--- src/rtl/dcadd_pkg.sv ---
package dcadd_pkg;

    typedef enum logic [1:0] {
        SHP_8X8 = 2'd0,
        SHP_8W4 = 2'd1,
        SHP_4W8 = 2'd2,
        SHP_4X4 = 2'd3
    } shape_e;

endpackage

--- src/rtl/dcadd_scale.sv ---
module dcadd_scale
    import dcadd_pkg::*;
#(
    parameter int DC_W  = 16,
    parameter int ACC_W = 24
) (
    input  logic signed [DC_W-1:0]  dc,
    input  shape_e                  shape,
    output logic signed [ACC_W-1:0] ofs
);
    localparam logic signed [ACC_W-1:0] K1  = ACC_W'(1);
    localparam logic signed [ACC_W-1:0] K3  = ACC_W'(3);
    localparam logic signed [ACC_W-1:0] K4  = ACC_W'(4);
    localparam logic signed [ACC_W-1:0] K12 = ACC_W'(12);
    localparam logic signed [ACC_W-1:0] K16 = ACC_W'(16);
    localparam logic signed [ACC_W-1:0] K17 = ACC_W'(17);
    localparam logic signed [ACC_W-1:0] K64 = ACC_W'(64);

    logic signed [ACC_W-1:0] ext;
    logic signed [ACC_W-1:0] stage1;

    assign ext = {{(ACC_W-DC_W){dc[DC_W-1]}}, dc};

    // Stage one depends on block width, stage two on the shape.
    always_comb begin
        if (shape == SHP_8X8 || shape == SHP_8W4)
            stage1 = (ext * K3 + K1) >>> 1;
        else
            stage1 = (ext * K17 + K4) >>> 3;
        case (shape)
            SHP_8X8: ofs = (stage1 * K3 + K16) >>> 5;
            SHP_4W8: ofs = (stage1 * K12 + K64) >>> 7;
            default: ofs = (stage1 * K17 + K64) >>> 7;
        endcase
    end
endmodule

--- src/rtl/dcadd_lane.sv ---
module dcadd_lane #(
    parameter int PIX_W = 8,
    parameter int ACC_W = 24
) (
    input  logic [PIX_W-1:0]        pix,
    input  logic signed [ACC_W-1:0] ofs,
    output logic [PIX_W-1:0]        res
);
    localparam logic signed [ACC_W-1:0] PIX_MAX = ACC_W'((1 << PIX_W) - 1);

    logic signed [ACC_W-1:0] sum;

    assign sum = $signed({{(ACC_W-PIX_W){1'b0}}, pix}) + ofs;

    always_comb begin
        if (sum < 0)
            res = '0;
        else if (sum > PIX_MAX)
            res = '1;
        else
            res = sum[PIX_W-1:0];
    end
endmodule

--- src/rtl/dc_recon_adder.sv ---
module dc_recon_adder
    import dcadd_pkg::*;
#(
    parameter int DC_W  = 16,
    parameter int PIX_W = 8,
    parameter int LANES = 8,
    parameter int ACC_W = 24
) (
    input  logic                   clk,
    input  logic                   rst_n,
    input  logic                   dc_load,
    input  logic [DC_W-1:0]        dc_val,
    input  logic [1:0]             blk_size,
    input  logic                   row_valid,
    input  logic [LANES*PIX_W-1:0] row_pix,
    output logic                   out_valid,
    output logic [LANES*PIX_W-1:0] out_pix
);
    localparam int HALF  = LANES / 2;
    localparam int ROW_W = LANES * PIX_W;

    typedef struct packed {
        logic signed [ACC_W-1:0] ofs;
        logic                    wide;
        logic                    vld;
        logic [ROW_W-1:0]        pix;
    } state_t;

    state_t st_d, st_q;
    logic signed [ACC_W-1:0] new_ofs;
    logic signed [ACC_W-1:0] ofs_q;
    logic [ROW_W-1:0]        lane_row;
    shape_e                  shape_in;

    assign shape_in = shape_e'(blk_size);
    assign ofs_q    = st_q.ofs;

    dcadd_scale #(.DC_W(DC_W), .ACC_W(ACC_W)) u_scale (
        .dc    ($signed(dc_val)),
        .shape (shape_in),
        .ofs   (new_ofs)
    );

    for (genvar k = 0; k < LANES; k++) begin : g_lane
        logic [PIX_W-1:0] res;
        dcadd_lane #(.PIX_W(PIX_W), .ACC_W(ACC_W)) u_lane (
            .pix (row_pix[k*PIX_W +: PIX_W]),
            .ofs (st_q.ofs),
            .res (res)
        );
        if (k < HALF) begin : g_low
            assign lane_row[k*PIX_W +: PIX_W] = res;
        end else begin : g_high
            assign lane_row[k*PIX_W +: PIX_W] = st_q.wide ? res : '0;
        end
    end

    always_comb begin
        st_d     = st_q;
        st_d.vld = row_valid;
        if (row_valid)
            st_d.pix = lane_row;
        if (dc_load) begin
            st_d.ofs  = new_ofs;
            st_d.wide = (shape_in == SHP_8X8) || (shape_in == SHP_8W4);
        end
    end

    always_ff @(posedge clk or negedge rst_n) begin
        if (!rst_n) begin
            st_q.ofs  <= '0;
            st_q.wide <= 1'b1;
            st_q.vld  <= 1'b0;
            st_q.pix  <= '0;
        end else begin
            st_q <= st_d;
        end
    end

    assign out_valid = st_q.vld;
    assign out_pix   = st_q.pix;
endmodule

--- config.mk ---
export PLATFORM = sky130hd
export DESIGN_NAME = dc_recon_adder
export DESIGN_NICKNAME = d
export VERILOG_FILES = /design/src/rtl/dcadd_pkg.sv /design/src/rtl/dcadd_scale.sv /design/src/rtl/dcadd_lane.sv /design/src/rtl/dc_recon_adder.sv
export SDC_FILE = /design/constraint.sdc
export NUM_CORES = 1
export LEC_CHECK = 0
export BUFFER_PORTS_ARGS = -buffer_cell sky130_fd_sc_hd__buf_2
export CORE_MARGIN = 2
export CORE_UTILIZATION = 63
export DETAILED_ROUTE_END_ITERATION = 10
export PLACE_DENSITY_LB_ADDON = 0.3
export SETUP_SLACK_MARGIN = 0.5
export SYNTH_ARGS = -nofsm -noshare
export SYNTH_HDL_FRONTEND = slang
export SYNTH_SLANG_ARGS = --single-unit
--- constraint.sdc ---
create_clock -name clk -period 9.2 [get_ports clk]
set_input_delay 0.46 -clock clk [delete_from_list [all_inputs] [get_ports clk]]
set_output_delay 0.46 -clock clk [all_outputs]
set_load 0.05 [all_outputs]
# After elaboration in Yosys (flattened, before gate mapping)
# Index checks and enable logic that the tools add are counted.
# totals
output_inout_bits	65
ff_bits	90
word_cells	64
# classes
add_sub_neg	13
n_eq_ne	2
n_mux	22
n_lt_le_gt_ge	16
multipliers	5
n_reduce_logical	2
# ops
operator	n
9-bit by 24-bit adder with 24-bit output	8
24-bit by 9-bit greater-than comparator with 1-bit output, second input constant	8
24-bit by 1-bit less-than comparator with 1-bit output, second input constant	8
8-bit 2-to-1 mux	20
24-bit by 8-bit adder with 24-bit output, second input constant	2
24-bit case mux with 2 select lines	1
24-bit by 2-bit adder with 24-bit output, second input constant	1
24-bit by 4-bit adder with 24-bit output, second input constant	1
24-bit by 6-bit adder with 24-bit output, second input constant	1
24-bit by 3-bit multiplier with 22-bit output, second input constant	1
24-bit by 3-bit multiplier with 24-bit output, second input constant	1
24-bit by 6-bit multiplier with 24-bit output, second input constant	1
24-bit 2-to-1 mux	1
16-bit by 6-bit multiplier with 22-bit output, second input constant	1
16-bit by 3-bit multiplier with 19-bit output, second input constant	1
2-bit by 1-bit equality test with 1-bit output, second input constant	1
2-bit equality test, second input constant	1
2-bit logical NOT	1
1-bit logical OR	1

# Logic depth before layout (Yosys ltp)
# Gate-level depths: netlist (run 1).
# depth
word_depth	6
depth_mapped	29
mapped_depth_nobuf	29

# Modules after synthesis
# Synthesis (run 1) repeated with hierarchy kept, for this count alone.
# unflattened
cells_unflattened	2073
hier_area_um2	17441.7
# by_module_without_submodules
module	n_inst	area_per_inst_um2	cells_each
dcadd_scale	1	6408.6	811
dc_recon_adder	1	4431.8	326
dcadd_lane at g_lane[0].u_lane ...	4	870.8	122
dcadd_lane at g_lane[1].u_lane ...	4	779.5	112

# Worst setup path after synthesis (run 1)
# No wires, ideal clock.
# synth_timing
path_kind	input to register
startpoint	input port dc_val[2]
endpoint	register, netlist name ofs_q[16]
required_ns	9.059
path_buffers	0
arrival_ns	6.336
path_stages	26
setup_slack_ns	2.723
cell_sequence	ha_1 -> ha_1 -> ha_1 -> fa_1 -> a211oi_1 -> o21ai_0 -> a221oi_1 -> o211ai_1 -> a2111oi_0 -> nor3_1 -> nor4_1 -> xnor2_1 -> nand2_1 -> nand2_1 -> ha_1 -> ha_1 -> ha_1 -> ha_1 -> inv_1 -> a221o_1 -> a211o_1 -> o21a_1 -> o31a_1 -> a22o_1 -> nand3_1 -> a32oi_1
# synth_via
elab_chain_cells	6
# synth_rtl
item	line_no	text
start, declared	dc_recon_adder.sv:12	input logic [DC_W-1:0] dc_val,
16-bit by 6-bit multiplier with 22-bit output / 16-bit by 3-bit multiplier with 19-bit output (equally long branches)	dcadd_scale.sv:29, dcadd_scale.sv:27	
24-bit by 4-bit adder with 24-bit output / 24-bit by 2-bit adder with 24-bit output (equally long branches)	dcadd_scale.sv:29, dcadd_scale.sv:27	
24-bit 2-to-1 mux *	dcadd_scale.sv:26	if (shape == SHP_8X8 || shape == SHP_8W4)
24-bit by 6-bit multiplier with 24-bit output (tied with other cells)	dcadd_scale.sv:33	default: ofs = (stage1 * K17 + K64) >>> 7;
24-bit by 8-bit adder with 24-bit output (tied with other cells)	dcadd_scale.sv:33	
24-bit case mux with 2 select lines *	dcadd_scale.sv:30	case (shape)
# Mark *: on every way between the ends. The rest lies on a longest branch, timed or not.
# A chain may end at the register's enable or synchronous reset.

# Final worst setup path (run 1)
# layout_timing
startpoint	input port dc_val[1]
endpoint	register, netlist name ofs_q[15]
# layout_via
elab_chain_cells	6
# layout_rtl
item	line_no
16-bit by 6-bit multiplier with 22-bit output / 16-bit by 3-bit multiplier with 19-bit output (equally long branches)	dcadd_scale.sv:29, dcadd_scale.sv:27
24-bit by 4-bit adder with 24-bit output / 24-bit by 2-bit adder with 24-bit output (equally long branches)	dcadd_scale.sv:29, dcadd_scale.sv:27
24-bit 2-to-1 mux *	dcadd_scale.sv:26
24-bit by 6-bit multiplier with 24-bit output (tied with other cells)	dcadd_scale.sv:33
24-bit by 8-bit adder with 24-bit output (tied with other cells)	dcadd_scale.sv:33
24-bit case mux with 2 select lines *	dcadd_scale.sv:30
# Marks and branches as above.

==> impl_results.md, run 1 <==
* Worst skew pair latency at between 0.3 and 0.4 ns
* Post-route ant nets at 0
* Via Count at approximately 14000
* Dpl cell area at about 15000 um^2
* Worst setup SP type: input port
* Post-CTS Setup Bufs at 0
* Die W at around 160 um
* Final Util at about two thirds
* Wirelength per Cell at ~18 um
* GRT Overall Usage at 31.8%
* CP max-delay cell: a2111oi_0
* Most common cell after layout, fill and taps aside: ha_1
* 1st-iter DRT viols at roughly 1100
* Number of CTS-inserted buffers at 9
* IO Pins at roughly 150
* Worst setup startpoint: dc_val[1]
* Vias per cell at around 6.4
* Syn_nets at about 2200
* Clock sink count at 85
* Layout cells sized above 1 at 12.1%
* H-tree depth at 3
* Most Frequent Cell on Critical Path: ha_1
* Largest net degree at the start of global routing at slightly below 50
* CTS Root Cell: clkbuf_16
* Leakage at about 7.4 nW
* Reg2reg path depth at 13
* Count of cell types in the netlist at 89
* Area delta synth->final at 5.30%
* Hold Crit Class: input port to asynchronous set/reset pin
* Crit share post-route at a little under 80%
* First drt pass iteration count at 6
* Total gr overflow at 0
* Final setup margin at between 2 and 2.5 ns
* FMAX at approximately 140 MHz
* Min Clock Period, post-route at 7.12 ns
* Number of I/O port buffers at 150
* Final number of hold-violating endpoints at 0
* Core Box Area at 23300 um^2
* # diodes at 0
* Kind of critical path: input port to flip-flop
* Fin Setup TNS at 0 ns
* CP required at between 9 and 10 ns
* Die height at 157 um
* EDFF count, synth at 0
* Post-DP HPWL at approximately 31000 um
* R2r startpoint: ofs_q[0]
* CTS tree: done
* Fin Hold WS at between 0.08 and 0.09 ns
* Top_reg_cell synth: dfrtp_1
* Pre-CTS WS at around 1.8 ns
* Flops & latches, synth at 85
* CTS clock-pin slew for the worst setup and hold paths at 0.07 ns
* Worst path arrival time at 7.38 ns
* Max IR drop VDD at roughly 0.24 mV
* Syn Inst Count at 1812
* Max incr delay on CP at around 0.64 ns
* Clock Path Buffers at 2
* Final Max Tran Viols at 0
* CP Capture Type: flip-flop
* Endpoints failing setup at 0
* Row count at 56
* CP Max Fanout at 8
* RSZ-0062 raised after global routing: false
* Commonest cells after routing, fill and taps aside: ha_1 (261), a21oi_1 (153), buf_2 (149), nand2_1 (141), inv_1 (132)
* Die ar. at approximately 25000 um^2
* Skew final at 0.0137 ns
* Yosys Warn Count at 0
* Final Cell Area at 15600 um^2
* Reg-to-Reg End: out_pix[13]
* Starting Density at a little under two thirds
* Global-route wire length before repair at roughly 65000 um
* Asr flop ratio synth at 100%
* Antenna violations before repair at 1
* CTS-repair resized insts at 0
* Number of max-cap violations at 0
* Slew @ Worst Pin at around 1.0 ns
* Average size of a mapped cell at 8.17 um^2
* Synth Cell Area at between 10000 and 15000 um^2
* Sequential fraction of the synthesis area at between 10% and 20%
* Cts hold-fix bufs at 0
* Flop-to-flop setup slack at between 4 and 5 ns
* GP Congestion at slightly below 1
* DRC viols at 0
* Status: completed
* Nets@finish at 2236
* Vias in the first global route at 13600
* Final WL at around 40000 um
* Power density cells at just over 300 nW/um^2
* Slew margin rel. at between 30 and 40%
## area by class of cell
type	count	area, um^2
multi-input combinational	1472	11500
fill	1997	7680
sequential	85	2130
timing repair buffer	157	806
inverter	136	510
tap	319	399
clock buffer	11	243
clock inverter	5	42.5
## how the worst max path moves through the flow
stage	end	depth (start not counted)	slack, ns
finish	ofs_q[15]	29	2.08
global route	ofs_q[15]	29	1.55
CTS	ofs_q[15]	29	2.14
detailed placement	ofs_q[15]	29	1.80
global placement	ofs_q[15]	27	1.98
floorplan	ofs_q[16]	26	2.72
## cell usage after synthesis (all sizes together), types with 39 or more instances
cell type | instances | area, um^2
inv | 132 | 495
xnor2 | 110 | 971
buf | 69 | 500
xor2 | 57 | 499
dfrtp | 84 | 2100
a31oi | 40 | 250
a21o | 39 | 293
o21bai | 48 | 360
a21oi | 156 | 792
nand3 | 41 | 205
clkbuf | 49 | 194
ha | 261 | 3270
nor2 | 89 | 334
nand2 | 141 | 529
o21ai | 90 | 462
## critical path, delay by kind of cell
kind | cells | cell delay (ns)
compound gates | 13 | 3.39
xor+xnor | 3 | 0.53
fa+ha+maj | 7 | 2.09
buf+inv | 1 | 0.12
simple gates | 5 | 0.77
## logic make-up after synthesis
group	count (synthesis)	share of synthesized area [%]
DFF	85	14.4
muxes	16	1.16
AOI/OAI and AO/OA	571	26.4
buffers and inverters	255	8.22
adders and majority gates	289	25.9
xor gates and xnor gates	167	9.93
and+or+nand+nor	429	14.1
## layer usage
metal | global-route usage (%) | vias up | wire [um]
met5 | 0 | - | 15
met4 | 13.2 | 2 | 1340
met3 | 3.06 | 106 | 2080
met2 | 59.8 | 525 | 20100
met1 | 36.7 | 6611 | 16100
li1 | - | 6697 | -
## state kept, by name, summed over array words and instances (netlist names)
name       count
ofs_q         19
out_pix       64
out_valid      1
st_q           1
## power by group
part,total (mW),switching [mW],internal (mW)
logic,3.75,2.29,1.46
clock network,0.362,0.168,0.194
registers,0.685,0.214,0.471
## per-stage QoR
step                      instances  total power, mW
after global routing           2185             5.23
after floorplan                1812             3.61
after global placement         2169             4.26
after CTS                      2185             4.74
final                          2185             4.80
after detailed placement       2169             4.36
No activity file was read; power rests on OpenSTA's default activity.
==> run 2: changes to the inputs <==
--- a/config.mk
+++ b/config.mk
@@ -7,7 +7,7 @@
 export LEC_CHECK = 0
 export BUFFER_PORTS_ARGS = -buffer_cell sky130_fd_sc_hd__buf_2
 export CORE_MARGIN = 2
-export CORE_UTILIZATION = 63
+export CORE_UTILIZATION = 62
 export DETAILED_ROUTE_END_ITERATION = 10
 export PLACE_DENSITY_LB_ADDON = 0.3
 export SETUP_SLACK_MARGIN = 0.5
==> constraint.sdc (replaced) <==
create_clock -name clk -period 7.1 [get_ports clk]
set_input_delay 0.355 -clock clk [delete_from_list [all_inputs] [get_ports clk]]
set_output_delay 0.355 -clock clk [all_outputs]
set_load 0.05 [all_outputs]
==> run 2 against run 1 <==
Net effect:
- the flow now finishes with violations (negative hold slack)
- die area rose by 1.6%
- sequential cell count did not move
- register-to-register slack lost 1.9 ns
- final cell count up 1.2%
- non-clock buffer count increased by 28
- via count up 0.38%
- combinational power grew 35%
- sequential power grew 30%
- routed wire length rose by 1.4%
- critical path depth decreased by 5
- global-route usage is 0.18 points lower
- largest cell class unchanged
- largest power group unchanged
==> impl_results.md, run 2 (synthesized netlist as in run 1, its figures left out) <==
* Core Box Area at 23500 um^2 (was 23300 um^2)
* Fillers at 1929 (was 1997)
* Fin Setup TNS at 0 ns (unchanged)
* Skew final at 0.00998 ns (was 0.0137 ns)
* Number of max-cap violations at 0 (unchanged)
* Max IR drop VDD at 0.289 mV (was 0.243 mV)
* Vias in the first global route at 13500 (was 13600)
* Failing checks: negative hold slack
* # placed instances at 2190 (was 2169)
* # diodes at 0 (unchanged)
* Largest net degree at the start of global routing at 46 (was 49)
* Power density cells at 404 nW/um^2 (was 308 nW/um^2)
* Antenna violations before repair at 0 (was 1)
* Worst setup SP type: input port (unchanged)
* Final number of hold-violating endpoints at 12 (was 0)
* Commonest cells after routing, fill and taps aside: ha_1 (257), buf_2 (149), a21oi_1 (148), nand2_1 (140), inv_1 (132) (was ha_1 (261), a21oi_1 (153), buf_2 (149), nand2_1 (141), inv_1 (132))
* IO Pins at 151 (unchanged)
* CTS tree: done (unchanged)
* Fin Hold WS at -0.0214 ns (was 0.0831 ns)
* Leakage at 7.55 nW (was 7.35 nW)
* Sequential cell area at 2130 um^2 (unchanged)
* Row count at 56 (unchanged)
* Final WL at 40100 um (was 39600 um)
* Nets@finish at 2264 (was 2236)
* Max reg flops at 64 (unchanged)
* Die height at 159 um (was 157 um)
* Wirelength per Cell at 18.1 um (about the same)
* Starting Density at 63.0% (was 63.6%)
* Clock Path Buffers at 2 (unchanged)
* Sw Share at 54.5% (was 55.7%)
* Part of the power in combinational logic at 77.8% (was 78.2%)
* Number of CTS-inserted buffers at 9 (unchanged)
* Post-route ant nets at 0 (unchanged)
* Endpoints failing setup at 0 (unchanged)
* Die ar. at 25100 um^2 (was 24700 um^2)
* Global-route wire length before repair at 64600 um (about the same)
* Final Max Tran Viols at 0 (unchanged)
* Slew margin rel. at 25.9% (was 30.3%)
* Non-filler cells, final at 2212 (was 2185)
* Via Count at 14000 (was 13900)
* Slew @ Worst Pin at 1.11 ns (was 1.05 ns)
* Die W at 159 um (was 157 um)
* DRC viols at 0 (unchanged)
* Area delta synth->final at 8.67% (was 5.30%)
* P_int at 2.96 mW (was 2.12 mW)
* CP required at 7.30 ns (was 9.46 ns)
* Post-DP HPWL at 31700 um (was 31300 um)
* GP Congestion at 1.01 (was 0.971)
* GRT Overall Usage at 31.7% (was 31.8%)
* Layout cells sized above 1 at 15.6% (was 12.1%)
* Crit share post-route at 89.3%
* RSZ-0062 raised after global routing: false (unchanged)
* First drt pass iteration count at 6 (unchanged)
* Sequential fraction of design power at 13.7% (was 14.3%)
* Number of I/O port buffers at 150 (unchanged)
* CTS clock-pin slew for the worst setup and hold paths at 0.07 ns (about the same)
* Total gr overflow at 0 (unchanged)
* Worst path arrival time at 6.54 ns (was 7.38 ns)
* Net Sw Power at 3.54 mW (was 2.67 mW)
* Worst skew pair latency at 0.35 ns (about the same)
* CP Capture Type: flip-flop (unchanged)
* Most common cell after layout, fill and taps aside: ha_1 (unchanged)
* CTS Root Cell: clkbuf_16 (unchanged)
* CP Max Fanout at 6 (was 8)
* Clock sink count at 85 (unchanged)
* Status: complete, but fails checks (was completed)
* FMAX at between 150 and 200 MHz
* Final Util at 68.5% (was 67.0%)
* 1st-iter DRT viols at 959 (was 1112)
* Kind of critical path: input port to flip-flop (unchanged)
* Hold Crit Class: input port to asynchronous set/reset pin (unchanged)
* Reg2reg path depth at 13 (unchanged)
* Vias per cell at 6.33 (was 6.38)
* Clock power frac at 8.5% (was 7.5%)
* Min Clock Period, post-route at between 6 and 7 ns
* Cts hold-fix bufs at 0 (unchanged)
* H-tree depth at 3 (unchanged)
* Multi-input logic area at 11700 um^2 (was 11500 um^2)
run 2: path summary, 6_finish.rpt:
check / from / end / slack, ns
setup / recovery: dc_val[5] / ofs_q[16] / 0.76
hold / removal: rst_n / out_pix[58] / -0.02
setup reg to reg: ofs_q[0] / out_pix[13] / 2.60
hold reg to reg: out_pix[35] / out_pix[35] / 0.48
max in group asynchronous: rst_n / out_pix[45] / 6.11
min in group clk: row_pix[8] / out_pix[8] / 0.38
run 2: power groups by stage:
stage                     Sequential [mW]  Combinational (mW)  Clock [mW]
after global routing                0.900                5.59       0.575
after detailed placement            0.885                4.86           0
after CTS                           0.876                4.89       0.558
final                               0.889                5.05       0.554
after floorplan                     0.725                3.95           0
after global placement              0.879                4.71           0
run 2: routing by layer:
metal | vias up | wire length [um] | GRT usage, %
met3 | 125 | 1990 | 2.89
met1 | 6577 | 16300 | 36.8
met4 | 0 | 1750 | 15.7
met5 | - | 0 | 0
met2 | 524 | 20100 | 58.1
li1 | 6768 | - | -
run 2: stage by stage:
step	instance area [um^2]	hold WS (ns)	total power, mW	setup WS [ns]
after floorplan	14800	0.0594	4.67	0.728
final	16100	-0.0214	6.49	0.756
after CTS	15800	0.00277	6.32	0.504
after detailed placement	15500	0.376	5.75	0.131
after global placement	15500	0.369	5.59	0.254
after global routing	16100	0.0286	7.06	0.381
run 2: worst max-delay path, cell delays in order:
cell and delay (ns):
buf_2 0.13, ha_1 0.31, ha_2 0.35, a2111oi_4 0.41, o21ai_2 0.18, and2_4 0.22, o41a_1 0.42, a211oi_2 0.28
nand2_1 0.10, or4_1 0.52, xor2_1 0.16, o21ai_2 0.19, ha_1 0.27, ha_1 0.30, ha_1 0.29, ha_1 0.36
o21ai_0 0.11, a221o_1 0.37, a211o_1 0.31, o21a_1 0.21, o31a_1 0.25, a22o_1 0.18, nand3_1 0.14, a32oi_1 0.11
run 2: final cells by class:
type,instances,area share (%)
sequential,85,13.2
timing repair buffer,185,6.32
clock inverter,5,0.677
inverter,136,3.17
clock buffer,10,1.42
tap,319,2.48
multi-input combinational,1472,72.7
run 2: what timing repair did:
action,in CTS,in global routing
hold endpoints to repair,0,0
setup buffers,0,7
endpoints found under the setup margin,2,9
pin swaps,0,15
resized for setup,3,61
